$ cat src/rtl/prio_page_cache.sv
module prio_page_cache #(
  parameter int PAGE_W        = 10,
  parameter int MAIN_LINES    = 16,
  parameter int VICT_ENTRIES  = 8,
  parameter int SYS_SLOTS     = 4,
  localparam int INDEX_W = (MAIN_LINES > 1) ? $clog2(MAIN_LINES) : 1,
  localparam int TAG_W   = PAGE_W - INDEX_W,
  localparam int VB_W    = (VICT_ENTRIES > 1) ? $clog2(VICT_ENTRIES) : 1,
  localparam int SYS_W   = (SYS_SLOTS > 1) ? $clog2(SYS_SLOTS) : 1,
  localparam int LOC_W   = (INDEX_W > SYS_W) ? INDEX_W : SYS_W
) (
  input  logic              clk,
  input  logic              rst_n,
  input  logic              req_valid,
  input  logic [PAGE_W-1:0] req_page,
  input  logic [1:0]        req_prio,
  output logic              resp_valid,
  output logic [1:0]        resp_code,
  output logic [LOC_W-1:0]  resp_loc,
  output logic              fill_valid,
  output logic [PAGE_W-1:0] fill_page,
  output logic              fill_to_sys,
  output logic              remap_valid,
  output logic [PAGE_W-1:0] remap_page,
  output logic [SYS_W-1:0]  remap_slot
);

  localparam logic [1:0] C_MAIN = 2'd0, C_VICT = 2'd1, C_SYS = 2'd2, C_FILL = 2'd3;

  function automatic logic [1:0] eff(input logic [1:0] p);
    return (p == 2'd3) ? 2'd2 : p;
  endfunction

  logic [MAIN_LINES-1:0] m_valid;
  logic [TAG_W-1:0]      m_tag  [MAIN_LINES];
  logic [1:0]            m_prio [MAIN_LINES];

  logic [VICT_ENTRIES-1:0] v_valid;
  logic [PAGE_W-1:0]       v_page [VICT_ENTRIES];
  logic [1:0]              v_prio [VICT_ENTRIES];
  logic [VB_W-1:0]         v_age  [VICT_ENTRIES];

  logic [SYS_SLOTS-1:0] s_valid;
  logic [PAGE_W-1:0]    s_page [SYS_SLOTS];
  logic [SYS_W-1:0]     s_ptr;

  logic [INDEX_W-1:0] idx;
  logic [TAG_W-1:0]   tag;
  assign idx = req_page[INDEX_W-1:0];
  assign tag = req_page[PAGE_W-1:INDEX_W];

  logic m_hit;
  assign m_hit = m_valid[idx] && (m_tag[idx] == tag);

  logic [VICT_ENTRIES-1:0] vmatch;
  logic [SYS_SLOTS-1:0]    smatch;
  for (genvar g = 0; g < VICT_ENTRIES; g++) begin : g_vcmp
    assign vmatch[g] = v_valid[g] && (v_page[g] == req_page);
  end
  for (genvar g = 0; g < SYS_SLOTS; g++) begin : g_scmp
    assign smatch[g] = s_valid[g] && (s_page[g] == req_page);
  end

  logic v_hit, s_hit;
  assign v_hit = |vmatch;
  assign s_hit = |smatch;

  logic [VB_W-1:0]  v_sel, v_alloc;
  logic [SYS_W-1:0] s_sel;
  logic             free_found;
  always_comb begin
    v_sel = '0;
    s_sel = '0;
    v_alloc = '0;
    free_found = 1'b0;
    for (int i = 0; i < VICT_ENTRIES; i++)
      if (vmatch[i]) v_sel = VB_W'(i);
    for (int i = 0; i < SYS_SLOTS; i++)
      if (smatch[i]) s_sel = SYS_W'(i);
    for (int i = 0; i < VICT_ENTRIES; i++)
      if (!v_valid[i] && !free_found) begin
        v_alloc = VB_W'(i);
        free_found = 1'b1;
      end
    if (!free_found)
      for (int i = 0; i < VICT_ENTRIES; i++)
        if (v_age[i] == VB_W'(VICT_ENTRIES - 1)) v_alloc = VB_W'(i);
  end

  logic miss, replace;
  assign miss    = !m_hit && !v_hit && !s_hit;
  assign replace = !m_valid[idx] ||
                   ((eff(req_prio) != 2'd0) && (eff(req_prio) >= eff(m_prio[idx])));

  logic [PAGE_W-1:0] old_page;
  assign old_page = {m_tag[idx], idx};

  logic            touch_en;
  logic [VB_W-1:0] touch_idx;
  assign touch_en  = req_valid && !m_hit &&
                     (v_hit || (miss && replace && m_valid[idx]));
  assign touch_idx = v_hit ? v_sel : v_alloc;

  always_ff @(posedge clk) begin
    if (!rst_n) begin
      for (int i = 0; i < VICT_ENTRIES; i++) v_age[i] <= VB_W'(i);
    end else if (touch_en) begin
      for (int i = 0; i < VICT_ENTRIES; i++)
        if (VB_W'(i) == touch_idx) v_age[i] <= '0;
        else if (v_age[i] < v_age[touch_idx]) v_age[i] <= v_age[i] + 1'b1;
    end
  end

  always_ff @(posedge clk) begin
    if (!rst_n) begin
      m_valid     <= '0;
      v_valid     <= '0;
      s_valid     <= '0;
      s_ptr       <= '0;
      for (int i = 0; i < MAIN_LINES; i++) begin
        m_tag[i]  <= '0;
        m_prio[i] <= '0;
      end
      for (int i = 0; i < VICT_ENTRIES; i++) begin
        v_page[i] <= '0;
        v_prio[i] <= '0;
      end
      for (int i = 0; i < SYS_SLOTS; i++) s_page[i] <= '0;
      resp_valid  <= 1'b0;
      resp_code   <= C_MAIN;
      resp_loc    <= '0;
      fill_valid  <= 1'b0;
      fill_page   <= '0;
      fill_to_sys <= 1'b0;
      remap_valid <= 1'b0;
      remap_page  <= '0;
      remap_slot  <= '0;
    end else begin
      resp_valid  <= req_valid;
      fill_valid  <= 1'b0;
      fill_to_sys <= 1'b0;
      remap_valid <= 1'b0;
      if (req_valid) begin
        if (m_hit) begin
          resp_code <= C_MAIN;
          resp_loc  <= LOC_W'(idx);
        end else if (v_hit) begin
          resp_code        <= C_VICT;
          resp_loc         <= LOC_W'(idx);
          m_valid[idx]     <= 1'b1;
          m_tag[idx]       <= tag;
          m_prio[idx]      <= v_prio[v_sel];
          v_valid[v_sel]   <= m_valid[idx];
          v_page[v_sel]    <= old_page;
          v_prio[v_sel]    <= m_prio[idx];
        end else if (s_hit) begin
          resp_code <= C_SYS;
          resp_loc  <= LOC_W'(s_sel);
        end else begin
          resp_code  <= C_FILL;
          fill_valid <= 1'b1;
          fill_page  <= req_page;
          if (replace) begin
            resp_loc     <= LOC_W'(idx);
            m_valid[idx] <= 1'b1;
            m_tag[idx]   <= tag;
            m_prio[idx]  <= req_prio;
            if (m_valid[idx]) begin
              v_valid[v_alloc] <= 1'b1;
              v_page[v_alloc]  <= old_page;
              v_prio[v_alloc]  <= m_prio[idx];
            end
          end else begin
            resp_loc        <= LOC_W'(s_ptr);
            fill_to_sys     <= 1'b1;
            remap_valid     <= 1'b1;
            remap_page      <= req_page;
            remap_slot      <= s_ptr;
            s_valid[s_ptr]  <= 1'b1;
            s_page[s_ptr]   <= req_page;
            s_ptr <= (s_ptr == SYS_W'(SYS_SLOTS - 1)) ? '0 : s_ptr + 1'b1;
          end
        end
      end
    end
  end

  AST_ONE_RESPONSE: assert property (@(posedge clk) disable iff (!rst_n) req_valid |=> resp_valid);
  AST_NO_IDLE_RESPONSE: assert property (@(posedge clk) disable iff (!rst_n) !req_valid |=> !resp_valid);
  AST_HIT_NO_FILL: assert property (@(posedge clk) disable iff (!rst_n) (resp_valid && resp_code != C_FILL) |-> !fill_valid);
  AST_VICTIM_UNIQUE: assert property (@(posedge clk) disable iff (!rst_n) req_valid |-> $onehot0(vmatch));
  AST_MAIN_VICT_EXCLUSIVE: assert property (@(posedge clk) disable iff (!rst_n) req_valid |-> !(m_hit && v_hit));
  AST_REMAP_WITH_SYS_FILL: assert property (@(posedge clk) disable iff (!rst_n) remap_valid |-> (fill_valid && fill_to_sys && resp_code == C_FILL));
  AST_LOW_DIVERTS: assert property (@(posedge clk) disable iff (!rst_n) (req_valid && req_prio == 2'd0 && miss && m_valid[idx]) |=> remap_valid);
  AST_MAIN_LINE_KEPT: assert property (@(posedge clk) disable iff (!rst_n) (req_valid && miss && !replace) |=> $stable(m_valid));

endmodule

$ cat config.mk
export PLATFORM = sky130hd
export DESIGN_NAME = prio_page_cache
export DESIGN_NICKNAME = d
export VERILOG_FILES = /design/src/rtl/prio_page_cache.sv
export SDC_FILE = /design/constraint.sdc
export NUM_CORES = 1
export LEC_CHECK = 0
export BUFFER_PORTS_ARGS = -buffer_cell sky130_fd_sc_hd__buf_2
export CELL_PAD_IN_SITES_DETAIL_PLACEMENT = 1
export CELL_PAD_IN_SITES_GLOBAL_PLACEMENT = 2
export CORE_ASPECT_RATIO = 0.7
export CORE_MARGIN = 3
export CORE_UTILIZATION = 39
export DETAILED_ROUTE_END_ITERATION = 6
export PLACE_DENSITY_LB_ADDON = 0.1
export SYNTH_ARGS = -nofsm -noshare
export SYNTH_HDL_FRONTEND = slang
export SYNTH_SLANG_ARGS = --single-unit
$ cat constraint.sdc
create_clock -name clk -period 5.6 [get_ports clk]
set_input_delay 1.12 -clock clk [delete_from_list [all_inputs] [get_ports clk]]
set_output_delay 1.12 -clock clk [all_outputs]
set_load 0.03 [all_outputs]
==> results of run 1 <==
-- registers in the layout (all words and copies together), names as in the netlist --
| signal | flops |
|---|---|
| fill_page | 10 |
| s_ptr | 2 |
| s_valid | 4 |
| m_tag | 96 |
| fill_valid | 1 |
| remap_page | 10 |
| v_valid | 8 |
| m_valid | 16 |
| resp_code | 2 |
| v_page | 80 |
| remap_valid | 1 |
| v_age | 24 |
| remap_slot | 2 |
| resp_loc | 4 |
| s_page | 40 |
| m_prio | 32 |
| v_prio | 16 |
| resp_valid | 1 |
-- layout by cell type, fill, tap and decap left out, types with 5 or more instances in the layout --
cell and n:
a211oi_1 9, a21oi_1 55, a31oi_1 8, and2_1 28, and3_1 106, buf_2 44
buf_4 105, clkbuf_1 12, clkbuf_16 39, clkinv_1 9, dfxtp_1 61, edfxtp_1 288
ha_1 30, inv_1 22, mux2i_1 28, mux4_2 39, nand2_1 144, nand2b_1 12
nand3_1 31, nand4_1 37, nor2_1 253, nor2_2 5, nor2b_1 6, nor3_1 20
nor4_1 12, nor4b_1 6, o21ai_0 18, o21bai_1 5, o221a_2 6, o31ai_1 6
or2_1 5, or3_1 7, xnor2_1 113, xnor2_2 5, xor2_1 5
-- power by group --
group | switching, mW | total, mW | internal, mW
registers | 0.0479 | 2.96 | 2.91
logic | 0.412 | 0.623 | 0.211
clock network | 1.06 | 2.43 | 1.37
total | 1.52 | 6.01 | 4.49
-- layout make-up --
class / count / area share
repair buffers: 150 / 0.0508
flip-flops and latches: 349 / 0.487
clock inverters: 15 / 0.00488
diodes: 1 / 0.000124
clock buffers: 54 / 0.0524
well taps: 603 / 0.0372
inverters: 24 / 0.00445
multi-input cells: 1083 / 0.363
-- how the worst min path moves through the flow --
stage | endpoint | slack, ns
CTS | remap_page[6]$_SDFFE_PN0P_ | 0.46
finish | remap_page[6]$_SDFFE_PN0P_ | 0.45
global placement | remap_page[4]$_SDFFE_PN0P_ | 0.44
global route | remap_page[6]$_SDFFE_PN0P_ | 0.49
detailed placement | remap_page[6]$_SDFFE_PN0P_ | 0.45
floorplan | m_valid[10]$_SDFFE_PN0P_ | 0.43
-- kinds of logic (layout without fill, tap and decap cells) --
| kind of cell | count (synthesis) | in the layout | synth area share |
|---|---|---|---|
| xor gates and xnor gates | 125 | 125 | 0.0652 |
| other | 0 | 1 | 0 |
| adders and majority gates | 31 | 31 | 0.0215 |
| muxes | 74 | 74 | 0.0690 |
| and+or+nand+nor | 700 | 700 | 0.192 |
| buffers and inverters | 140 | 243 | 0.0421 |
| AOI/OAI and AO/OA | 153 | 153 | 0.0602 |
| DFF | 349 | 349 | 0.550 |
-- per-stage QoR --
stage,std cells,instance area [um^2],power [mW]
floorplan,1572,18000,3.38
global placement,2209,19100,3.62
detailed placement,2209,19100,3.63
CTS,2278,20300,6.06
global route,2278,20300,6.23
finish,2279,20300,6.01
-- worst max-delay path, stage by stage --
cell      delay [ns]
buf_2           0.47
xnor2_1         0.23
nand4_1         0.18
or4_4           0.53
a21oi_4         0.27
o21bai_4        0.20
a21oi_4         0.40
nand2_1         0.13
o22ai_1         0.25
a211oi_1        0.10
a31oi_1         0.23
ha_1            0.27
a21boi_1        0.21
o31ai_1         0.75
-- per-layer routing --
layer  GRT usage  vias to the layer above  wire length [um]
met5           0                        -                 0
met4      0.0401                        0               817
met3      0.0396                       56              3540
met2       0.336                      347             23500
met1       0.378                     6680             29900
li1            -                     5816                 -
==> flow_metrics.env, run 1 <==
export IMPL_status="finished, final reports clean"
export IMPL_fin_crit_sh=0.930
export IMPL_ant_nets=0
export IMPL_rr_worst_depth=16
export IMPL_min_from="remap_page[6]$_SDFFE_PN0P_"
export IMPL_skew_ns=0.0164
export IMPL_antenna_found_initial=0
export IMPL_dr_pass1_iters=5
export IMPL_startpoint="req_page[6]"
export IMPL_globalplace_congestion=0.811
export IMPL_tns_ns=0
export IMPL_seqCellArea_um2=9870
export IMPL_synth_nets=1617
export IMPL_max_clock_path_buffers=3
export IMPL_fin_ws_ns=0.391
export IMPL_post_cts_resized=0
export IMPL_netlist_area_leader_share=0.482
export IMPL_synth_ff_type="edfxtp_1"
export IMPL_ys_ff_latch=349
export IMPL_cts_root_buf="clkbuf_16"
export IMPL_synth_common_cells="288 x edfxtp_1, 257 x nor2_1, 144 x nand2_1"
export IMPL_cts_buffers=38
export IMPL_r2r_start="v_age[2][0]$_SDFFCE_PN0P_"
export IMPL_grt_max_degree=55
export IMPL_grt_pass1_vias=12800
export IMPL_coreArea_um2=45200
export IMPL_ctsHoldBuffers=0
export IMPL_synthCells=1572
export IMPL_min_period_ns=5.21
export IMPL_hold_path_depth=2
export IMPL_netlist_area_um2=18000
export IMPL_yosysUniqueCellTypes=82
export IMPL_drt_iter0_markers=1048
export IMPL_reg2reg_to="v_age[0][2]$_SDFFCE_PN0P_"
export IMPL_drt_total_wl_mm=57.7
export IMPL_leakagePower_nw=7.73
export IMPL_htreeDepth=2
export IMPL_min_path_type="register to register"
export IMPL_cts_tree="done"
export IMPL_yosysTopAreaCell="edfxtp_1"
export IMPL_cp_required_ns=5.76
export IMPL_max_freq_mhz=192
export IMPL_cp_arrival_ns=5.37
export IMPL_ys_top_cells_by_area="edfxtp_1 48%, dfxtp_1 6.8%, xnor2_1 5.5%"
export IMPL_crit_fanout=17
export IMPL_clkSlewWorstSetupHoldPaths_ns=0.06
export IMPL_rsz0062_at_grt="false"
export IMPL_yosysSeqAreaShare=0.550
export IMPL_die_area_um2=48700
export IMPL_routedWlPerCell_um=25.3
export IMPL_finalSetupViolCount=0
export IMPL_nNetsFinal=1691
export IMPL_grt_overflow_total=0
export IMPL_fill_cells=4917
export IMPL_die_h_um=186
export IMPL_track_usage=0.236
export IMPL_clkLatencyLatePin_ns=0.54
export IMPL_start_kind="primary input"
export IMPL_rows=65
export IMPL_slew_viol_final=0
export IMPL_ys_async_sr_fraction=0
export IMPL_maxCapViolations=0
export IMPL_slew_headroom=0.274
export IMPL_worstSetupPathType="primary input to register"
export IMPL_area_growth_syn_to_layout_pct=12.8
export IMPL_via_per_inst=5.66
export IMPL_die_x_um=262
export IMPL_drc=0
export IMPL_max_vdd_ir_drop_uv=177
export IMPL_hpwl_mm=40.5
export IMPL_tightest_slew_ns=1.09
export IMPL_end_kind="register"
export IMPL_fin_util=0.448
export IMPL_synth_edf_count=288
export IMPL_hold_slack_ns=0.455
export IMPL_multiInputGateArea_um2=7350
export IMPL_power_density_nw_per_um2=297
export IMPL_layout_drive_gt1_share=0.178
export IMPL_ios=47
export IMPL_cts_sinks=349
export IMPL_grt_pass1_wl_mm=85.9
export IMPL_synth_warnings=0
export IMPL_num_vias=12900
export IMPL_avgSynthCellArea_um2=11.4
export IMPL_cts_setup_buffers=0
export IMPL_crit_end="v_age[0][2]$_SDFFCE_PN0P_"
export IMPL_hold_violations=0
export IMPL_synthMostInstantiatedCell="edfxtp_1"
export IMPL_port_buffers=46
export IMPL_reg2reg_setup_slack_ns=0.83
export IMPL_initial_core_util=0.397
export IMPL_place_worst_setup_slack_ns=-0.0816
Note: power is estimated with default switching activity, not from simulation.
==> inputs of run 2 (changes only) <==
- CORE_UTILIZATION: 39 -> 40
- CTS_BUF_LIST: unset -> sky130_fd_sc_hd__clkbuf_4
==> run 2 against run 1 <==
Routed wire length decreased by 2.1%. Flip-flop and latch count unchanged. Non-clock buffer count increased by 1. Critical endpoint is now v_age[0][0]$_SDFFCE_PN0P_. Critical path type is now register to register. Via count increased by 1.5%. Highest routed layer unchanged. Largest power group unchanged.
==> flow_metrics.env, run 2 (same netlist as run 1, synthesis figures left out) <==
export IMPL_status="finished, final reports clean"
export IMPL_largest_registers="m_tag: 96 flops, v_page: 80 flops, s_page: 40 flops"
export IMPL_grt_max_degree=55
export IMPL_cp_arrival_ns=5.37
export IMPL_rsz0062_at_grt="false"
export IMPL_maxCapViolations=0
export IMPL_min_from="remap_page[4]$_SDFFE_PN0P_"
export IMPL_antenna_found_initial=2
export IMPL_critPathTopFamily="compound AO/OA/AOI/OAI gates"
export IMPL_cts_root_buf="clkbuf_4"
export IMPL_max_freq_mhz=202
export IMPL_rr_worst_depth=15
export IMPL_dp_cells=2201
export IMPL_worstPathCellList="ha_1 > ha_1 > nor4bb_1 > o31ai_1 > nand3_1 > a31oi_1 > nand3_1 > nor2b_1 > nand2_1 > o22ai_1 > a211oi_1 > a31oi_1 > ha_1 > a21boi_1 > o31ai_1"
export IMPL_max_clock_path_buffers=3
export IMPL_start_kind="register"
export IMPL_coreArea_um2=44000
export IMPL_slew_viol_final=0
export IMPL_die_area_um2=47500
export IMPL_via_per_inst=5.53
export IMPL_hold_slack_ns=0.458
export IMPL_grt_pass1_vias=13600
export IMPL_drt_total_wl_mm=56.5
export IMPL_crit_slowest_cell="a31oi_1"
export IMPL_drt_iter0_markers=930
export IMPL_reg2reg_to="v_age[0][0]$_SDFFCE_PN0P_"
export IMPL_track_usage=0.243
export IMPL_die_h_um=183
export IMPL_routedWlPerCell_um=23.9
export IMPL_cts_tree="done"
export IMPL_ios=47
export IMPL_worstSetupPathType="register to register"
export IMPL_rows=64
export IMPL_ant_nets=0
export IMPL_layout_commonest_cell="edfxtp_1"
export IMPL_skew_ns=0.0700
export IMPL_tightest_slew_ns=1.03
export IMPL_crit_fanout=8
export IMPL_nNetsFinal=1746
export IMPL_end_kind="register"
export IMPL_clkLatencyLatePin_ns=0.82
export IMPL_area_growth_syn_to_layout_pct=13.1
export IMPL_power_density_nw_per_um2=290
export IMPL_layout_drive_gt1_share=0.222
export IMPL_cpMostUsedCell="ha_1"
export IMPL_post_layout_nonfiller_instances=2366
export IMPL_cts_buffers=92
export IMPL_slowest_delay_ns=0.77
export IMPL_finalPower_mw=5.88
export IMPL_port_buffers=46
export IMPL_ctsHoldBuffers=0
export IMPL_grt_overflow_total=0
export IMPL_dr_pass1_iters=5
export IMPL_slew_headroom=0.313
export IMPL_hpwl_mm=39.6
export IMPL_cts_sinks=349
export IMPL_initial_core_util=0.408
export IMPL_final_cell_mix="288 x edfxtp_1, 253 x nor2_1, 144 x nand2_1, 138 x clkbuf_4, 113 x xnor2_1"
export IMPL_cp_num_buf_inv=0
export IMPL_htreeDepth=3
export IMPL_num_vias=13100
export IMPL_cts_setup_buffers=0
export IMPL_hold_violations=0
export IMPL_hold_path_depth=2
export IMPL_die_x_um=259
export IMPL_largest_reg_flops=96
export IMPL_reg2reg_setup_slack_ns=0.64
export IMPL_drc=0
export IMPL_post_cts_resized=0
export IMPL_max_vdd_ir_drop_uv=147
export IMPL_clkSlewWorstSetupHoldPaths_ns=0.07
export IMPL_min_period_ns=4.96
export IMPL_finalSetupViolCount=0
export IMPL_tns_ns=0
export IMPL_leakagePower_nw=7.88
export IMPL_min_path_type="register to register"
export IMPL_hold_path_end="remap_page[4]$_SDFFE_PN0P_"
export IMPL_fin_crit_sh=0.885
export IMPL_cp_required_ns=6.01
export IMPL_grt_pass1_wl_mm=86.5
export IMPL_regMostFlops="m_tag"
export IMPL_globalplace_congestion=0.860
export IMPL_r2r_start="v_age[7][0]$_SDFFCE_PN1P_"
-- run 2: worst max path at each step --
stage | start | cells after the start | slack, ns | endpoint
after global routing | v_age[7][0]$_SDFFCE_PN1P_ | 15 | 0.33 | v_age[0][1]$_SDFFCE_PN0P_
final | v_age[7][0]$_SDFFCE_PN1P_ | 15 | 0.64 | v_age[0][0]$_SDFFCE_PN0P_
after global placement | req_page[6] | 14 | 0.04 | v_age[3][1]$_SDFFCE_PN1P_
after detailed placement | req_page[6] | 14 | -0.12 | v_age[0][1]$_SDFFCE_PN0P_
after CTS | req_page[6] | 14 | 0.72 | v_age[0][0]$_SDFFCE_PN0P_
after floorplan | req_page[0] | 21 | 0.09 | v_age[7][0]$_SDFFCE_PN1P_
-- run 2: cell type report --
class,instances,area (um^2)
antenna,5,12.5
clock buffer,138,1040
clock inverter,22,141
fill,4733,23700
inverter,24,90.1
multi-input combinational,1083,7340
sequential,349,9870
tap,594,743
timing repair buffer,151,1060
-- run 2: worst register-to-register path, delay by kind of cell (launching register included) --
kind	cells	cell delay, ns
flip-flops	1	0.47
AO/OA/AOI/OAI	7	2.04
adder cells (fa/ha/maj)	3	0.91
AND/OR/NAND/NOR	5	1.15
-- run 2: through the flow --
stage | util | worst slack (ns) | instance area, um^2
2_1_floorplan | - | 0.0859 | 18000
3_3_place_gp | 0.435 | 0.0408 | 19100
3_5_place_dp | 0.435 | -0.123 | 19100
4_1_cts | 0.461 | 0.722 | 20300
5_1_grt | 0.462 | 0.330 | 20300
6_report | 0.462 | 0.644 | 20300
-- run 2: where the power goes --
group | internal (mW) | total [mW] | switching [mW]
combinational | 0.210 | 0.607 | 0.397
clock | 1.21 | 2.32 | 1.11
sequential | 2.91 | 2.96 | 0.0489
total | 4.33 | 5.88 | 1.55
-- run 2: metal layers --
| layer | track usage | routed length [um] |
|---|---|---|
| met1 | 0.365 | 28100 |
| met2 | 0.361 | 24300 |
| met3 | 0.0541 | 3270 |
| met4 | 0.0473 | 863 |
| met5 | 0 | 0 |
==> inputs of run 3 (changes only) <==
- CORE_ASPECT_RATIO: 0.7 -> 0.8
- CTS_CLUSTER_DIAMETER: unset -> 60
==> run 3 against run 2 <==
Flip-flop and latch count did not move. Power grew 1.2%. Hold slack got worse by 0.0029 ns. Cell count unchanged. Fmax increased by 8.1%. First-iteration DRC count up 0.97%. Worst setup slack gained 0.37 ns. Final area grew 0.16%. Sequential share of layout area decreased by 0.078 points.
==> flow_metrics.env, run 3 (same netlist as run 1, synthesis figures left out) <==
export IMPL_hold_path_end="remap_page[7]$_SDFFE_PN0P_"
export IMPL_post_layout_nonfiller_instances=2366
export IMPL_min_path_type="register to register"
export IMPL_num_vias=13000
export IMPL_tightest_slew_ns=0.974
export IMPL_fin_crit_sh=0.819
export IMPL_regMostFlops="m_tag"
export IMPL_largest_registers="m_tag: 96 flops, v_page: 80 flops, s_page: 40 flops"
export IMPL_die_x_um=243
export IMPL_drc=0
export IMPL_track_usage=0.238
export IMPL_tns_ns=0
export IMPL_reg2reg_setup_slack_ns=1.22
export IMPL_rows=68
export IMPL_place_worst_setup_slack_ns=0.217
export IMPL_cts_tree="done"
export IMPL_antenna_found_initial=3
export IMPL_rsz0062_at_grt="false"
export IMPL_clkSlewWorstSetupHoldPaths_ns=0.06
export IMPL_reg2reg_to="v_age[0][0]$_SDFFCE_PN0P_"
export IMPL_r2r_start="v_age[2][0]$_SDFFCE_PN0P_"
export IMPL_coreArea_um2=43700
export IMPL_drt_total_wl_mm=55.9
export IMPL_post_cts_resized=0
export IMPL_comb_power_share=0.102
export IMPL_cp_arrival_ns=5.01
export IMPL_layout_commonest_cell="edfxtp_1"
export IMPL_largest_reg_flops=96
export IMPL_initial_core_util=0.410
export IMPL_dp_cells=2195
export IMPL_p_seq_frac=0.496
export IMPL_area_growth_syn_to_layout_pct=13.2
export IMPL_max_clock_path_buffers=3
export IMPL_layout_drive_gt1_share=0.223
export IMPL_hold_violations=0
export IMPL_worstSetupPathType="primary input to register"
export IMPL_ant_nets=0
export IMPL_leakagePower_nw=7.90
export IMPL_start_kind="primary input"
export IMPL_cts_setup_buffers=0
export IMPL_routedWlPerCell_um=23.6
export IMPL_clkLatencyLatePin_ns=0.84
export IMPL_cp_required_ns=6.03
export IMPL_final_cell_mix="288 x edfxtp_1, 253 x nor2_1, 144 x nand2_1, 141 x clkbuf_4, 113 x xnor2_1"
export IMPL_cts_sinks=349
export IMPL_dr_pass1_iters=5
export IMPL_power_switching_mw=1.55
export IMPL_grt_overflow_total=0
export IMPL_min_from="remap_page[7]$_SDFFE_PN0P_"
export IMPL_power_density_nw_per_um2=293
export IMPL_hold_path_depth=2
export IMPL_htreeDepth=3
export IMPL_finalSetupViolCount=0
export IMPL_cts_root_buf="clkbuf_4"
export IMPL_nNetsFinal=1742
export IMPL_swShare=0.261
export IMPL_status="finished, final reports clean"
export IMPL_ios=47
export IMPL_p_int_mw=4.40
export IMPL_max_freq_mhz=218
export IMPL_ctsHoldBuffers=0
export IMPL_globalplace_congestion=0.793
export IMPL_crit_fanout=20
export IMPL_slew_viol_final=0
export IMPL_hpwl_mm=37.6
export IMPL_via_per_inst=5.51
export IMPL_min_period_ns=4.58
export IMPL_grt_pass1_vias=13700
export IMPL_end_kind="register"
export IMPL_skew_ns=0.0627
export IMPL_die_area_um2=47500
export IMPL_rr_worst_depth=17
export IMPL_fin_ws_ns=1.02
export IMPL_port_buffers=46
export IMPL_grt_pass1_wl_mm=85.5
export IMPL_drt_iter0_markers=939
export IMPL_grt_max_degree=55
export IMPL_die_h_um=195
export IMPL_max_vdd_ir_drop_uv=121
export IMPL_slew_headroom=0.350
export IMPL_finalPower_mw=5.95
export IMPL_maxCapViolations=0
export IMPL_p_clk_frac=0.402
export IMPL_cts_buffers=95
==> run 3: changes by cell type in the layout (fill, tap and decap cells not counted), moves of 2 or more <==
cell and change:
mux2i_1 -2, buf_4 -8, clkbuf_4 +3, mux2i_2 +2
==> run 3: metrics by stage <==
| stage | utilization | hold slack [ns] | area (um^2) |
|---|---|---|---|
| floorplan | - | 0.435 | 18000 |
| global placement | 0.436 | 0.445 | 19100 |
| detailed placement | 0.436 | 0.454 | 19100 |
| CTS | 0.465 | 0.464 | 20300 |
| global route | 0.465 | 0.492 | 20300 |
| finish | 0.465 | 0.455 | 20300 |
==> run 3: how the worst max path moves through the flow <==
| stage | start | to | cells after the start |
|---|---|---|---|
| 2_1_floorplan | req_page[0] | v_age[7][0]$_SDFFCE_PN1P_ | 21 |
| 3_3_place_gp | req_page[0] | v_page[6][3]$_SDFFCE_PN0P_ | 17 |
| 3_5_place_dp | req_page[0] | v_page[6][8]$_SDFFCE_PN0P_ | 17 |
| 4_1_cts | req_page[0] | v_prio[6][0]$_SDFFCE_PN0P_ | 17 |
| 5_1_grt | req_page[0] | v_prio[6][0]$_SDFFCE_PN0P_ | 17 |
| 6_report | req_page[0] | v_prio[6][0]$_SDFFCE_PN0P_ | 17 |
==> run 3: per-layer routing <==
layer,vias to the layer above,global-route usage,part of all wire
li1,5990,-,-
met1,6563,0.344,0.48
met2,389,0.358,0.44
met3,89,0.0555,0.066
met4,0,0.0675,0.020
met5,-,0,0
==> run 3: critical path: stages <==
cell and delay, ns:
buf_4 0.37, mux4_2 0.55, nor2_1 0.14, nor2_1 0.11
o21ai_1 0.19, nor2b_1 0.30, ha_1 0.16, nand2b_1 0.11
a21oi_1 0.11, nor2_1 0.10, nand2_1 0.09, nor4b_1 0.55
a21oi_1 0.19, nor2_1 0.19, and2_1 0.17, nand2_1 0.08
nand2_1 0.48
==> run 3: area by class of cell <==
type	instances	area, um^2
Clock inverter	26	185
Sequential cell	349	9870
Clock buffer	141	1060
Multi-Input combinational cell	1083	7350
Timing Repair Buffer	144	1020
Antenna cell	4	10.0
Fill cell	4817	23400
Tap cell	595	744
Inverter	24	90.1
==> run 3: power groups by stage <==
stage	clock (mW)	sequential, mW	combinational [mW]
2_1_floorplan	0	3.01	0.377
3_3_place_gp	0	3.01	0.597
3_5_place_dp	0	3.01	0.606
4_1_cts	2.47	2.96	0.609
5_1_grt	2.62	2.96	0.654
6_report	2.39	2.96	0.606
